File: src/rtl/mesi_pkg.sv
package mesi_pkg;
  typedef enum logic [1:0] {
    ST_I = 2'd0,
    ST_S = 2'd1,
    ST_E = 2'd2,
    ST_M = 2'd3
  } mesi_st_e;

  typedef enum logic [1:0] {
    CMD_RD  = 2'd0,
    CMD_RFO = 2'd1,
    CMD_INV = 2'd2,
    CMD_WB  = 2'd3
  } bus_cmd_e;

  typedef enum logic [1:0] {
    LS_IDLE = 2'd0,
    LS_REQ  = 2'd1,
    LS_RESP = 2'd2
  } loc_fsm_e;
endpackage

File: src/rtl/mesi_line_array.sv
module mesi_line_array
  import mesi_pkg::*;
#(
  parameter int NL = 4,
  parameter int IW = 2,
  parameter int TW = 6
) (
  input  logic                     clk,
  input  logic                     rst_n,
  input  logic                     snp_we,
  input  logic [IW-1:0]            snp_idx,
  input  mesi_st_e                 snp_st,
  input  logic                     loc_we,
  input  logic [IW-1:0]            loc_idx,
  input  logic [TW-1:0]            loc_tag,
  input  mesi_st_e                 loc_st,
  output logic [NL-1:0][TW-1:0]    tag_o,
  output mesi_st_e [NL-1:0]        st_o
);

  for (genvar i = 0; i < NL; i++) begin : g_line
    logic            s_sel;
    logic            l_sel;
    logic            tag_en;
    mesi_st_e        st_q;
    mesi_st_e        st_d;
    logic [TW-1:0]   tag_q;

    assign s_sel  = snp_we && (snp_idx == IW'(i));
    assign l_sel  = loc_we && (loc_idx == IW'(i));
    assign tag_en = l_sel && !s_sel;

    // snoop update wins over a local update of the same slot
    always_comb begin
      st_d = st_q;
      if (s_sel)      st_d = snp_st;
      else if (l_sel) st_d = loc_st;
    end

    always_ff @(posedge clk or negedge rst_n) begin
      if (!rst_n) st_q <= ST_I;
      else        st_q <= st_d;
    end

    always_ff @(posedge clk) begin
      if (tag_en) tag_q <= loc_tag;
    end

    assign st_o[i]  = st_q;
    assign tag_o[i] = tag_q;
  end

endmodule

File: src/rtl/mesi_snoop_unit.sv
module mesi_snoop_unit
  import mesi_pkg::*;
#(
  parameter int AW = 8,
  parameter int NL = 4,
  parameter int IW = 2,
  parameter int TW = 6
) (
  input  logic                   clk,
  input  logic                   rst_n,
  input  logic                   snp_valid,
  input  logic [1:0]             snp_cmd,
  input  logic [AW-1:0]          snp_addr,
  input  logic [NL-1:0][TW-1:0]  tag_i,
  input  mesi_st_e [NL-1:0]      st_i,
  output logic                   upd_we,
  output logic [IW-1:0]          upd_idx,
  output mesi_st_e               upd_st,
  output logic                   shared_o,
  output logic                   wb_o
);

  logic [TW-1:0] s_tag;
  mesi_st_e      cur;
  logic          hit;
  logic          sh_d, wb_d, sh_q, wb_q;
  bus_cmd_e      op;

  assign upd_idx = snp_addr[IW-1:0];
  assign s_tag   = snp_addr[AW-1:IW];
  assign cur     = st_i[upd_idx];
  assign hit     = (cur != ST_I) && (tag_i[upd_idx] == s_tag);
  assign op      = bus_cmd_e'(snp_cmd);

  always_comb begin
    upd_we = 1'b0;
    upd_st = cur;
    sh_d   = 1'b0;
    wb_d   = 1'b0;
    if (snp_valid && hit) begin
      case (op)
        CMD_RD: begin
          upd_we = 1'b1;
          upd_st = ST_S;
          sh_d   = 1'b1;
          wb_d   = (cur == ST_M);
        end
        CMD_RFO, CMD_INV: begin
          upd_we = 1'b1;
          upd_st = ST_I;
          wb_d   = (cur == ST_M);
        end
        default: ;
      endcase
    end
  end

  always_ff @(posedge clk or negedge rst_n) begin
    if (!rst_n) begin
      sh_q <= 1'b0;
      wb_q <= 1'b0;
    end else begin
      sh_q <= sh_d;
      wb_q <= wb_d;
    end
  end

  assign shared_o = sh_q;
  assign wb_o     = wb_q;

  // a shared response only ever follows a snooped read
  p_share_needs_read_r6: assert property (@(posedge clk) disable iff (!rst_n)
    shared_o |-> $past(snp_valid && snp_cmd == 2'd0));

  // a matching ownership snoop leaves the slot Invalid
  p_rfo_invalidates_r7: assert property (@(posedge clk) disable iff (!rst_n)
    (snp_valid && hit && (snp_cmd == 2'd1 || snp_cmd == 2'd2))
      |=> st_i[$past(upd_idx)] == ST_I);

endmodule

File: src/rtl/mesi_line_ctl.sv
module mesi_line_ctl
  import mesi_pkg::*;
#(
  parameter int AW = 8,
  parameter int IW = 2
) (
  input  logic          clk,
  input  logic          rst_n,
  input  logic          lreq_valid,
  input  logic          lreq_write,
  input  logic [AW-1:0] lreq_addr,
  output logic          lreq_done,
  output logic          bus_req,
  input  logic          bus_gnt,
  output logic          bus_cmd_valid,
  output logic [1:0]    bus_cmd,
  output logic [AW-1:0] bus_addr,
  input  logic          bus_shared_in,
  input  logic          snp_valid,
  input  logic [1:0]    snp_cmd,
  input  logic [AW-1:0] snp_addr,
  output logic          snp_shared_out,
  output logic          snp_wb_out
);

  localparam int NL = 1 << IW;
  localparam int TW = AW - IW;

  logic [NL-1:0][TW-1:0] line_tag;
  mesi_st_e [NL-1:0]     line_st;

  logic          s_we;
  logic [IW-1:0] s_idx;
  mesi_st_e      s_st;

  logic [IW-1:0] l_idx;
  logic [TW-1:0] l_tag;
  logic [TW-1:0] cur_tag;
  mesi_st_e      cur_st;
  logic          tag_eq, l_hit, blocked;

  loc_fsm_e      fsm_q, fsm_d;
  logic          l_we;
  logic [TW-1:0] l_wtag;
  mesi_st_e      l_wst;
  bus_cmd_e      cmd;

  mesi_line_array #(.NL(NL), .IW(IW), .TW(TW)) u_array (
    .clk     (clk),
    .rst_n   (rst_n),
    .snp_we  (s_we),
    .snp_idx (s_idx),
    .snp_st  (s_st),
    .loc_we  (l_we),
    .loc_idx (l_idx),
    .loc_tag (l_wtag),
    .loc_st  (l_wst),
    .tag_o   (line_tag),
    .st_o    (line_st)
  );

  mesi_snoop_unit #(.AW(AW), .NL(NL), .IW(IW), .TW(TW)) u_snoop (
    .clk       (clk),
    .rst_n     (rst_n),
    .snp_valid (snp_valid),
    .snp_cmd   (snp_cmd),
    .snp_addr  (snp_addr),
    .tag_i     (line_tag),
    .st_i      (line_st),
    .upd_we    (s_we),
    .upd_idx   (s_idx),
    .upd_st    (s_st),
    .shared_o  (snp_shared_out),
    .wb_o      (snp_wb_out)
  );

  assign l_idx   = lreq_addr[IW-1:0];
  assign l_tag   = lreq_addr[AW-1:IW];
  assign cur_tag = line_tag[l_idx];
  assign cur_st  = line_st[l_idx];
  assign tag_eq  = (cur_tag == l_tag);
  assign l_hit   = tag_eq && (cur_st != ST_I);
  // a snoop to the same slot holds the local side for this cycle
  assign blocked = snp_valid && (snp_addr[IW-1:0] == l_idx);

  always_comb begin
    fsm_d         = fsm_q;
    lreq_done     = 1'b0;
    bus_req       = (fsm_q == LS_REQ);
    bus_cmd_valid = 1'b0;
    cmd           = CMD_RD;
    bus_addr      = lreq_addr;
    l_we          = 1'b0;
    l_wst         = cur_st;
    l_wtag        = l_tag;
    case (fsm_q)
      LS_IDLE: begin
        if (lreq_valid && !blocked) begin
          if (l_hit && !lreq_write) begin
            lreq_done = 1'b1;
          end else if (l_hit && (cur_st == ST_M || cur_st == ST_E)) begin
            lreq_done = 1'b1;
            l_we      = 1'b1;
            l_wst     = ST_M;
          end else begin
            fsm_d = LS_REQ;
          end
        end
      end
      LS_REQ: begin
        if (bus_gnt && !blocked) begin
          bus_cmd_valid = 1'b1;
          if (cur_st == ST_M && !tag_eq) begin
            cmd      = CMD_WB;
            bus_addr = {cur_tag, l_idx};
            l_we     = 1'b1;
            l_wst    = ST_I;
            l_wtag   = cur_tag;
          end else if (lreq_write) begin
            cmd       = (l_hit && cur_st == ST_S) ? CMD_INV : CMD_RFO;
            l_we      = 1'b1;
            l_wst     = ST_M;
            lreq_done = 1'b1;
            fsm_d     = LS_IDLE;
          end else begin
            cmd   = CMD_RD;
            fsm_d = LS_RESP;
          end
        end
      end
      LS_RESP: begin
        lreq_done = 1'b1;
        l_we      = 1'b1;
        l_wst     = bus_shared_in ? ST_S : ST_E;
        fsm_d     = LS_IDLE;
      end
      default: fsm_d = LS_IDLE;
    endcase
  end

  assign bus_cmd = cmd;

  always_ff @(posedge clk or negedge rst_n) begin
    if (!rst_n) fsm_q <= LS_IDLE;
    else        fsm_q <= fsm_d;
  end

  // an issued fetch completes in the following cycle
  p_fill_completes_r3: assert property (@(posedge clk) disable iff (!rst_n)
    (bus_cmd_valid && bus_cmd == 2'd0) |=> lreq_done);

  // a completed write leaves its line Modified
  p_write_leaves_m_r5: assert property (@(posedge clk) disable iff (!rst_n)
    (lreq_done && lreq_write) |=> line_st[$past(l_idx)] == ST_M);

  // after a write-back the slot is free and the fetch is still pending
  p_victim_dropped_r8: assert property (@(posedge clk) disable iff (!rst_n)
    (bus_cmd_valid && bus_cmd == 2'd3) |=> (line_st[$past(l_idx)] == ST_I) && bus_req);

endmodule

File: config.mk
export PLATFORM = sky130hd
export DESIGN_NAME = mesi_line_ctl
export DESIGN_NICKNAME = d
export VERILOG_FILES = /design/src/rtl/mesi_pkg.sv /design/src/rtl/mesi_line_array.sv /design/src/rtl/mesi_snoop_unit.sv /design/src/rtl/mesi_line_ctl.sv
export SDC_FILE = /design/constraint.sdc
export NUM_CORES = 1
export LEC_CHECK = 0
export BUFFER_PORTS_ARGS = -buffer_cell sky130_fd_sc_hd__buf_2
export CAP_MARGIN = 5
export CELL_PAD_IN_SITES_DETAIL_PLACEMENT = 1
export CELL_PAD_IN_SITES_GLOBAL_PLACEMENT = 2
export CORE_UTILIZATION = 41
export DETAILED_ROUTE_END_ITERATION = 16
export HOLD_SLACK_MARGIN = 0.08
export PLACE_DENSITY_LB_ADDON = 0.15
export SLEW_MARGIN = 20
export SYNTH_ARGS = -nofsm -noshare
export SYNTH_HDL_FRONTEND = slang
export SYNTH_HIERARCHICAL = 1
export SYNTH_SLANG_ARGS = --single-unit
File: constraint.sdc
create_clock -name clk -period 7.7 [get_ports clk]
set_input_delay 0.385 -clock clk [delete_from_list [all_inputs] [get_ports clk]]
set_output_delay 0.385 -clock clk [all_outputs]
set_load 0.03 [all_outputs]
# After elaboration in Yosys (flattened, before gate mapping)
# Index checks and enable logic that the tools add are counted.
[classes] magnitude_cmp=2 n_eq_ne=22 mux=64 n_reduce_logical=43
[ops] op="2-bit two-way mux" n=29
[ops] op="6-bit two-way mux" n=5
[ops] op="6-bit binary-select mux with 2-bit select" n=2
[ops] op="8-bit two-way mux" n=3
[ops] op="1-bit logical AND" n=22
[ops] op="2-bit equality test, second input constant" n=9
[ops] op="1-bit two-way mux" n=18
[ops] op="6-bit equality test" n=2
[ops] op="2-bit nonzero test" n=6
[ops] op="2-bit by 1-bit equality test with 1-bit output, second input constant" n=5
[ops] op="2-bit binary-select mux with 2-bit select" n=2
[ops] op="2-bit logical NOT" n=4
[ops] op="2-bit != test, second input constant" n=4
[ops] op="2-bit case mux with 2 select lines" n=2
[ops] op="1-bit logical NOT" n=7
[ops] op="2-bit by 3-bit less-than comparator with 1-bit output, second input constant" n=2
[ops] op="1-bit case mux with 3 select lines" n=2
[ops] op="2-bit case mux with 3 select lines" n=1
[ops] op="5-bit AND reduction" n=1
[ops] op="3-bit OR reduction" n=1
[ops] op="2-bit equality test" n=1
[ops] op="2-bit by 1-bit != test with 1-bit output, second input constant" n=1
[ops] op="2-bit OR reduction" n=1
[ops] op="1-bit logical OR" n=1
[word_totals] register_bits=36 in_bits=25 out_inout_bits=15 word_cells=142

# Longest topological paths before layout
# Gate-level depths: netlist (run 1).
[depth] depth_word=12 depth_mapped=11 depth_no_buf=8

# Modules after synthesis
# The synthesis (run 1) kept the hierarchy.
[by_module_without_submodules] module="mesi_line_array" n_inst=1 cells_per_inst=68 area_each_um2=1156.1
[by_module_without_submodules] module="mesi_line_ctl" n_inst=1 cells_per_inst=78 area_each_um2=752.0
[by_module_without_submodules] module="mesi_snoop_unit" n_inst=1 cells_per_inst=38 area_each_um2=445.4

# Worst setup path before layout (run 1)
# No wires, ideal clock.
[synth_timing] path_type="in2reg" startpoint="in lreq_addr[0]" endpoint="reg u_array.g_line[0].tag_q[0] (enable)" arrival_ns=2.694 required_ns=7.346 slack_ns=4.652 stages=10 cell_sequence="buf_6 mux4_2 xnor2_1 and4_1 buf_6 a21o_1 buf_6 o211ai_1 or3b_4 nor2b_1"
[synth_between] elab_chain_cells=11 word_cells_on_any_way=28 cone_classes="eq/ne: 4; mux: 10; reduce/logical: 14"
[synth_lines] item="from (decl)" line="mesi_line_ctl.sv:11" source="input logic [AW-1:0] lreq_addr,"
[synth_lines] item="6-bit binary-select mux with 2-bit select / 2-bit binary-select mux with 2-bit select (equally long branches)" line="mesi_line_ctl.sv:79, mesi_line_ctl.sv:80"
[synth_lines] item="6-bit two-way mux (not written as such) / 2-bit two-way mux (equally long branches)" line="mesi_line_ctl.sv:79, mesi_line_ctl.sv:80"
[synth_lines] item="6-bit equality test, or another cell as far along" line="mesi_line_ctl.sv:81" source="assign tag_eq = (cur_tag == l_tag);"
[synth_lines] item="1-bit logical AND / 1-bit logical OR (equally long branches)" line="mesi_line_ctl.sv:82, mesi_line_ctl.sv:101"
[synth_lines] item="1-bit logical AND" line="mesi_line_ctl.sv:101" source="end else if (l_hit && (cur_st == ST_M || cur_st == ST_E)) begin"
[synth_lines] item="1-bit two-way mux" line="mesi_line_ctl.sv:101"
[synth_lines] item="1-bit two-way mux" line="mesi_line_ctl.sv:99" source="if (l_hit && !lreq_write) begin"
[synth_lines] item="1-bit two-way mux" line="mesi_line_ctl.sv:98" source="if (lreq_valid && !blocked) begin"
[synth_lines] item="1-bit case mux with 3 select lines *" line="mesi_line_ctl.sv:96" source="case (fsm_q)"
[synth_lines] item="via l_we" line="mesi_line_ctl.sv:43" source="logic l_we;"
[synth_lines] item="1-bit logical AND *" line="mesi_line_array.sv:30" source="assign l_sel = loc_we && (loc_idx == IW'(i));"
[synth_lines] item="1-bit logical AND *" line="mesi_line_array.sv:31" source="assign tag_en = l_sel && !s_sel;"
[synth_lines] item="via u_array.g_line[0].tag_en" line="mesi_line_array.sv:24" source="logic tag_en;"
[synth_lines] item="to (signal assigned)" line="mesi_line_array.sv:46" source="if (tag_en) tag_q <= loc_tag;"
[synth_lines] item="to (decl)" line="mesi_line_array.sv:27" source="logic [TW-1:0] tag_q;"
# The timed path passes the listed nets; every way through them passes the cells marked *. The select of a mux whose other input is x is not followed.
# A chain may end at the register's enable or synchronous reset.

# Final worst setup path (run 1)
[layout_timing] startpoint="in lreq_addr[0]" endpoint="reg u_array.g_line[0].tag_q[4] (enable)"
# The elaborated chain is that of the path after synthesis.

==> Flow_metrics.wiki, run 1 <==
{| class="wikitable"
! Metric !! Value
|-
| Number of distinct library cells after synthesis || 45
|-
| Share of power burned in registers || 44.8%
|-
| Total negative slack for setup checks || 0 ps
|-
| EDFF count, synth || 24
|-
| Number of flip-flops and latches in the synthesized netlist || 36
|-
| Post-cts hold buffer count || 1
|-
| Mapped Avg Cell Area || 12.79 um^2
|-
| DRC viols || 0
|-
| P per Cell Area || 207.5 nW/um^2
|-
| Share of total power consumed by net switching || 34.12%
|-
| Required @ worst endpoint || 7620 ps
|-
| Cell Rows || 27
|-
| Clock period minus final worst setup slack || 3372 ps
|-
| Layout Cells excl Fill || 294
|-
| Post-synth top area share || 30.62%
|-
| Dominant cells by area after synthesis || sky130_fd_sc_hd__edfxtp_1, sky130_fd_sc_hd__dfrtp_1, sky130_fd_sc_hd__mux4_2
|-
| Async S/R FF share, synth || 33.33%
|-
| Signed area change from the synthesized netlist to the final layout || 12.12%
|-
| Detailed Routing Iterations Pass 1 || 4
|-
| Combinational cell fraction of total power || 31.6%
|-
| Logic depth of the worst register-to-register path || 7
|-
| Total internal power || 360.7 uW
|-
| Crit path arrival time || 3290 ps
|-
| Status || finished clean
|-
| Worst setup EP type || flop
|-
| Max rail drop VDD || 0.1199 mV
|-
| Post-CTS clock slew at the launch and capture registers of the worst setup and hold paths || 70 ps
|-
| Maximum clock path buffer count || 2
|-
| Die Outline Area || 6047 um^2
|-
| Number of sinks on the clock net || 36
|-
| Detailed-placement wirelength estimate || 4.876 mm
|-
| Clock insertion delay at the later pin of the skew report || 290 ps
|-
| Most numerous cell types in the synthesized netlist || sky130_fd_sc_hd__edfxtp_1, sky130_fd_sc_hd__a21oi_1, sky130_fd_sc_hd__dfrtp_1, sky130_fd_sc_hd__mux2i_1, sky130_fd_sc_hd__nor2_1
|-
| Iteration-0 DRC count of the detailed router || 68
|-
| Mapped Area || 2354 um^2
|-
| Pin count of the biggest net entering global routing || 16
|-
| Kind of start point of the critical path || input port
|-
| Fill cell total of the finished layout || 616
|-
| Quantity of gates resized following cts || 0
|-
| Hold Path Cell Cnt || 4
|-
| Most instantiated flip-flop cell in the synthesis netlist || sky130_fd_sc_hd__edfxtp_1
|-
| Total CTS buffers || 5
|-
| Max-Slew Margin vs Limit || 56.17%
|-
| CTS tree || built
|-
| Area of the core || 5507 um^2
|-
| Mapped Nets || 209
|-
| Chip height || 77.77 um
|-
| Final count of pins violating max slew || 0
|-
| Antenna Violating Nets Remaining || 0
|-
| Global Route Usage Sum || 22.19%
|-
| Unrepaired setup endpoints after global routing || false
|-
| Clock network power share || 23.6%
|-
| Count of vias placed by the detailed router || 1711
|-
| CP Class || input port to flop
|-
| Post-Route Utilization || 47.92%
|-
| Count of buffers inserted at the top-level ports || 39
|-
| Leading cell type by number of instances after synthesis || sky130_fd_sc_hd__edfxtp_1
|-
| Max cap viols || 0
|-
| Post-synthesis cell type with the largest combined area || sky130_fd_sc_hd__edfxtp_1
|-
| Share of final-layout standard cells stronger than drive strength 1 || 31.08%
|-
| Routed wire length || 6.244 mm
|-
| Mean number of vias per cell || 5.820
|-
| Count of endpoints failing hold in the final timing report || 0
|-
| CTS root buf || sky130_fd_sc_hd__clkbuf_8
|-
| Number of global-route vias before repair || 1751
|-
| First-pass GRT wire length || 9.811 mm
|-
| Routed wire per std cell || 21.24 um
|-
| Sequential element share of the synthesized area || 43.38%
|-
| Ys Warns || 6
|-
| Layout Skew || 7.247 ps
|-
| Count of placed standard cells including taps || 285
|-
| Switching pwr || 186.8 uW
|-
| Timing-limited maximum frequency || 296.6 MHz
|-
| Initial antenna violation count || 0
|-
| Slew of the pin with the lowest slew margin || 651.4 ps
|-
| Antenna diode count || 0
|-
| Post-route clock period utilization || 43.79%
|-
| CTS H-Tree Depth || 2
|-
| Chip width || 77.77 um
|-
| Total setup buffers inserted after CTS || 0
|-
| GRT overflow || 0
|-
| Maximum net fanout on the critical path || 14
|-
| Number of instances in the synthesized netlist || 184
|-
| Top-Level Pins || 40
|-
| Worst hold-check path type || input port to flop
|-
| Leakage || 0.001111 uW
|-
| Initial Util || 42.74%
|-
| Final setup violating endpoints || 0
|-
| Post-layout nets || 246
|-
| Final GP Congestion || 0.8825
|}
logic make-up (layout without fill, tap and decap cells):
logic type      Yosys count  in the layout  share of synthesized area [%]
simple gates             49             49                          11.91
flops                    36             36                          43.38
compound gates           34             34                          10.47
mux                      32             32                          22.97
buf+inv                  17             55                          4.997
xor+xnor                 16             16                          6.273
power groups by stage:
| stage | Clock (uW) | Combinational [uW] | Sequential [uW] |
|---|---|---|---|
| 2_1_floorplan | 0 | 129 | 241 |
| 5_1_grt | 139 | 185 | 247 |
| 6_report | 129 | 173 | 245 |
| 3_3_place_gp | 0 | 164 | 247 |
| 4_1_cts | 132 | 171 | 245 |
| 3_5_place_dp | 0 | 170 | 249 |
critical path, stage by stage:
cell and delay, ps:
sky130_fd_sc_hd__buf_2 340, sky130_fd_sc_hd__mux4_2 590, sky130_fd_sc_hd__xnor2_1 140, sky130_fd_sc_hd__and4_1 260
sky130_fd_sc_hd__a21o_1 360, sky130_fd_sc_hd__o211ai_1 260, sky130_fd_sc_hd__or3b_4 460, sky130_fd_sc_hd__nor2b_1 490
metrics by stage:
stage	total power, uW	area (um^2)	worst slack [ps]	hold WS [ps]
after floorplan	369.4	2354	4652	89.41
after global placement	411.8	2547	4148	282.8
after detailed placement	418.9	2547	4036	287.0
after CTS	548.0	2639	4339	409.9
after global routing	571.2	2639	4203	430.3
final	547.5	2639	4328	414.9
metal layers:
metal | up-vias | part of all wire (%) | track usage (%)
li1 | 781 | - | -
met1 | 880 | 47 | 31.96
met2 | 46 | 46 | 33.19
met3 | 4 | 5.4 | 4.471
met4 | 0 | 0.99 | 7.547
met5 | - | 0 | 0
final timing paths:
path                                                  from                         end  slack [ps]
worst max-delay path                          lreq_addr[0]  u_array/g_line[0].tag_q[4]        4330
worst min-delay path                            snp_cmd[0]            u_snoop/shared_o         410
worst max register to register  u_array/g_line[2].tag_q[1]  u_array/g_line[0].tag_q[4]        4410
worst min register to register   u_array/g_line[2].st_q[1]   u_array/g_line[2].st_q[1]         640
max in group asynchronous                            rst_n                u_snoop/wb_o        6970
min in group asynchronous                            rst_n   u_array/g_line[1].st_q[0]         500
sequential cells by signal (all words and copies together), names as in the netlist:
| register | flops |
|---|---|
| u_snoop/wb_o | 1 |
| u_snoop/shared_o | 1 |
| u_array/g_line.st_q | 8 |
| u_array/g_line.tag_q | 24 |
| fsm_q | 2 |
placed cells by master (no fill, tap or decap), drive strengths merged, types with 2 or more instances in the layout:
cell type  instances
a21o               2
a21oi             14
a311oi             3
a31oi              2
and3               3
and4               2
buf               39
clkbuf             7
dfrtp             12
edfxtp            24
inv                7
mux2               6
mux2i             12
mux4              14
nand2              9
nand2b             2
nand3              4
nand3b             4
nor2              13
nor2b              5
nor4               2
o211ai             2
o21ai              3
or3b               2
xnor2             12
xor2               4
layout make-up:
type / count / area (um^2) / share of cell area [%]
Clock buffer: 7 / 76.32 / 2.892
Sequential cell: 36 / 1021 / 38.69
Clock inverter: 1 / 5.005 / 0.1897
Multi-Input combinational cell: 131 / 1215 / 46.04
Timing Repair Buffer: 40 / 205.2 / 7.776
Tap cell: 72 / 90.09 / 3.414
Inverter: 7 / 26.28 / 0.9957
(Power assumes the default switching activity.)
==> run 2: changes to the inputs <==
- CORE_UTILIZATION: 41 -> 34
- clock period: 7.7 -> 2.9 ns (I/O delays scaled with it)
==> Flow_metrics.wiki, run 2 (synthesis gave the netlist of run 1 again) <==
{| class="wikitable"
! Metric !! Value
|-
| Routed wire length || 6.447 mm (+3.3%)
|-
| GRT overflow || 0 (unchanged)
|-
| Required @ worst endpoint || 2880 ps (-4740 ps)
|-
| Total negative slack for setup checks || 0 ps (unchanged)
|-
| Final instance area || 2890 um^2 (+9.5%)
|-
| FF+latch area || 1021 um^2 (unchanged)
|-
| Chip height || 85.20 um (+9.6%)
|-
| Area of the core || 6531 um^2 (+19%)
|-
| Final setup violating endpoints || 0 (unchanged)
|-
| Area of combinational cells with multiple inputs || 1232 um^2 (+1.4%)
|-
| Critical-path cell list || mux4_2 > xnor2_1 > and4_4 > a41oi_1 > o211ai_1 > or3b_4 > nor2b_4
|-
| Maximum clock path buffer count || 2 (unchanged)
|-
| Count of placed standard cells including taps || 316 (+11%)
|-
| Detailed-placement wirelength estimate || 4.937 mm (+1.3%)
|-
| Die Outline Area || 7259 um^2 (+20%)
|-
| Post-CTS clock slew at the launch and capture registers of the worst setup and hold paths || 70 ps (about the same)
|-
| Max FFs per register || 24 (unchanged)
|-
| Max rail drop VDD || 0.2104 mV (+75%)
|-
| Count of endpoints failing hold in the final timing report || 0 (unchanged)
|-
| CTS H-Tree Depth || 2 (unchanged)
|-
| Most frequent cells in the layout || sky130_fd_sc_hd__buf_2, sky130_fd_sc_hd__buf_4, sky130_fd_sc_hd__edfxtp_1, sky130_fd_sc_hd__a21oi_1
|-
| Antenna diode count || 0 (unchanged)
|-
| Detailed Routing Iterations Pass 1 || 4 (unchanged)
|-
| R2R Setup Slk || 110 ps (-4300 ps)
|-
| Count of vias placed by the detailed router || 1790 (+4.6%)
|-
| Most frequent standard cell in the layout excluding fill and tap cells || sky130_fd_sc_hd__buf_2
|-
| Clock insertion delay at the later pin of the skew report || 280 ps (about the same)
|-
| Cell Rows || 29 (+7.4%)
|-
| CTS root buf || sky130_fd_sc_hd__clkbuf_8
|-
| Number of global-route vias before repair || 1935 (+11%)
|-
| Chip width || 85.20 um (+9.6%)
|-
| First-pass GRT wire length || 10.51 mm (+7.1%)
|-
| Post-Route Utilization || 44.25% (-3.7 points)
|-
| Cell type group with the largest total delay on the critical path || simple AND/OR/NAND/NOR gates
|-
| Fill cell total of the finished layout || 722 (+17%)
|-
| Biggest cell delay along the critical path || 500 ps (-90 ps)
|-
| Initial antenna violation count || 0 (unchanged)
|-
| Critical register-to-register path startpoint || u_array/g_line[0].tag_q[0]
|-
| Logic depth of the worst register-to-register path || 7 (unchanged)
|-
| Timing-limited maximum frequency || 357.9 MHz
|-
| Worst setup EP type || flop
|-
| Slew of the pin with the lowest slew margin || 629.1 ps (-22.27 ps)
|-
| Top flop regs || u_array/g_line.tag_q (24), u_array/g_line.st_q (8), fsm_q (2)
|-
| Layout Cells excl Fill || 326 (+11%)
|-
| Total CTS buffers || 5 (unchanged)
|-
| Antenna Violating Nets Remaining || 0 (unchanged)
|-
| Signed area change from the synthesized netlist to the final layout || 22.81%
|-
| Slowest cell on the critical path || sky130_fd_sc_hd__mux4_2
|-
| Launch point of the worst path || u_array/g_line[0].tag_q[0]
|-
| Total cell area at the placement stage || 2749 um^2 (+7.9%)
|-
| Pin count of the biggest net entering global routing || 15 (-1)
|-
| End of the critical path || u_array/g_line[0].tag_q[2]
|-
| Max cap viols || 0 (unchanged)
|-
| Kind of start point of the critical path || flop
|-
| Initial Util || 36.03% (-6.7 points)
|-
| Status || finished clean
|-
| Crit. path cell count || 7 (-1)
|-
| Worst hold-check path type || input port to flop
|-
| Count of buffers inserted at the top-level ports || 39 (unchanged)
|-
| Mean number of vias per cell || 5.491 (-5.7%)
|-
| Combined buffer and inverter count along the critical path || 0 (-1)
|-
| Post-route clock period utilization || 96.34%
|-
| CP Class || flop to flop
|-
| Top register by number of flip-flops || u_array/g_line.tag_q
|-
| Post-layout nets || 273 (+11%)
|-
| Global Route Usage Sum || 19.36% (-2.8 points)
|-
| Maximum net fanout on the critical path || 6 (-8)
|-
| Crit path arrival time || 2770 ps (-520 ps)
|-
| Final count of pins violating max slew || 0 (unchanged)
|-
| Clock period minus final worst setup slack || 2794 ps
|-
| Overall power || 1578 uW (+190%)
|-
| Final GP Congestion || 0.8564 (-3.0%)
|-
| Routed wire per std cell || 19.78 um (-6.9%)
|-
| Hold Path Cell Cnt || 4 (unchanged)
|-
| Leakage || 0.001267 uW (+14%)
|-
| P per Cell Area || 545.9 nW/um^2 (+160%)
|-
| Reg-to-reg critical path endpoint || u_array/g_line[0].tag_q[2]
|-
| Iteration-0 DRC count of the detailed router || 82 (+21%)
|-
| Layout Skew || 3.299 ps (-3.947 ps)
|-
| DRC viols || 0 (unchanged)
|-
| Max-Slew Margin vs Limit || 57.67% (+1.5 points)
|-
| Top-Level Pins || 40 (unchanged)
|-
| Share of final-layout standard cells stronger than drive strength 1 || 39.76% (+8.7 points)
|-
| Number of sinks on the clock net || 36 (unchanged)
|-
| CTS tree || built
|}
==> run 2: final cells by class <==
cell class	instances	area share (%)
Clock buffer	5	2.381
Multi-Input combinational cell	131	42.64
Inverter	7	0.9091
Timing Repair Buffer	67	14.11
Tap cell	77	3.333
Clock inverter	3	1.299
Sequential cell	36	35.32
==> run 2: per-layer routing <==
metal,vias to the layer above,track usage (%),share of wire (%)
li1,836,-,-
met1,909,25.37,45
met2,41,34.09,50
met3,4,2.918,3.8
met4,0,3.852,0.68
met5,-,0,0
==> run 2: report_power, final <==
group / leakage, uW / total [uW] / internal (uW) / switching (uW)
logic: 0.000838 / 499 / 220 / 278
registers: 0.000376 / 647 / 604 / 43.0
clock network: 0.0000532 / 433 / 250 / 182
total: 0.00127 / 1580 / 1070 / 503
==> run 2: tightest hold or removal path: stages <==
cell                      delay (ps)
sky130_fd_sc_hd__buf_2            90
sky130_fd_sc_hd__nor2_1           40
sky130_fd_sc_hd__nand2_1          50
sky130_fd_sc_hd__nor4_1           80
==> run 2: worst min path at each step <==
stage,from,to,slack [ps]
floorplan,rst_n,fsm_q[0],-150
global placement,rst_n,u_array/g_line[2].st_q[1],50
detailed placement,rst_n,u_array/g_line[2].st_q[0],60
CTS,snp_cmd[1],u_snoop/shared_o,160
global route,snp_cmd[0],u_snoop/shared_o,190
finish,snp_cmd[1],u_snoop/shared_o,170
==> run 2: metrics by stage <==
step | setup WS, ps | hold WS, ps
final | 106.0 | 169.2
after global routing | -55.56 | 185.4
after CTS | 39.72 | 162.8
after detailed placement | -270.7 | 59.25
after global placement | -170.5 | 49.13
after floorplan | 56.25 | -150.6
==> run 2: timing repair <==
| action | CTS | global route |
|---|---|---|
| endpoints found under the hold margin | 12 | 0 |
| endpoints found under the setup margin | 6 | 8 |
| setup buffers | 0 | 1 |
| gates resized for setup | 1 | 3 |
| pin swaps | 0 | 1 |
| hold buffers | 1 | 0 |
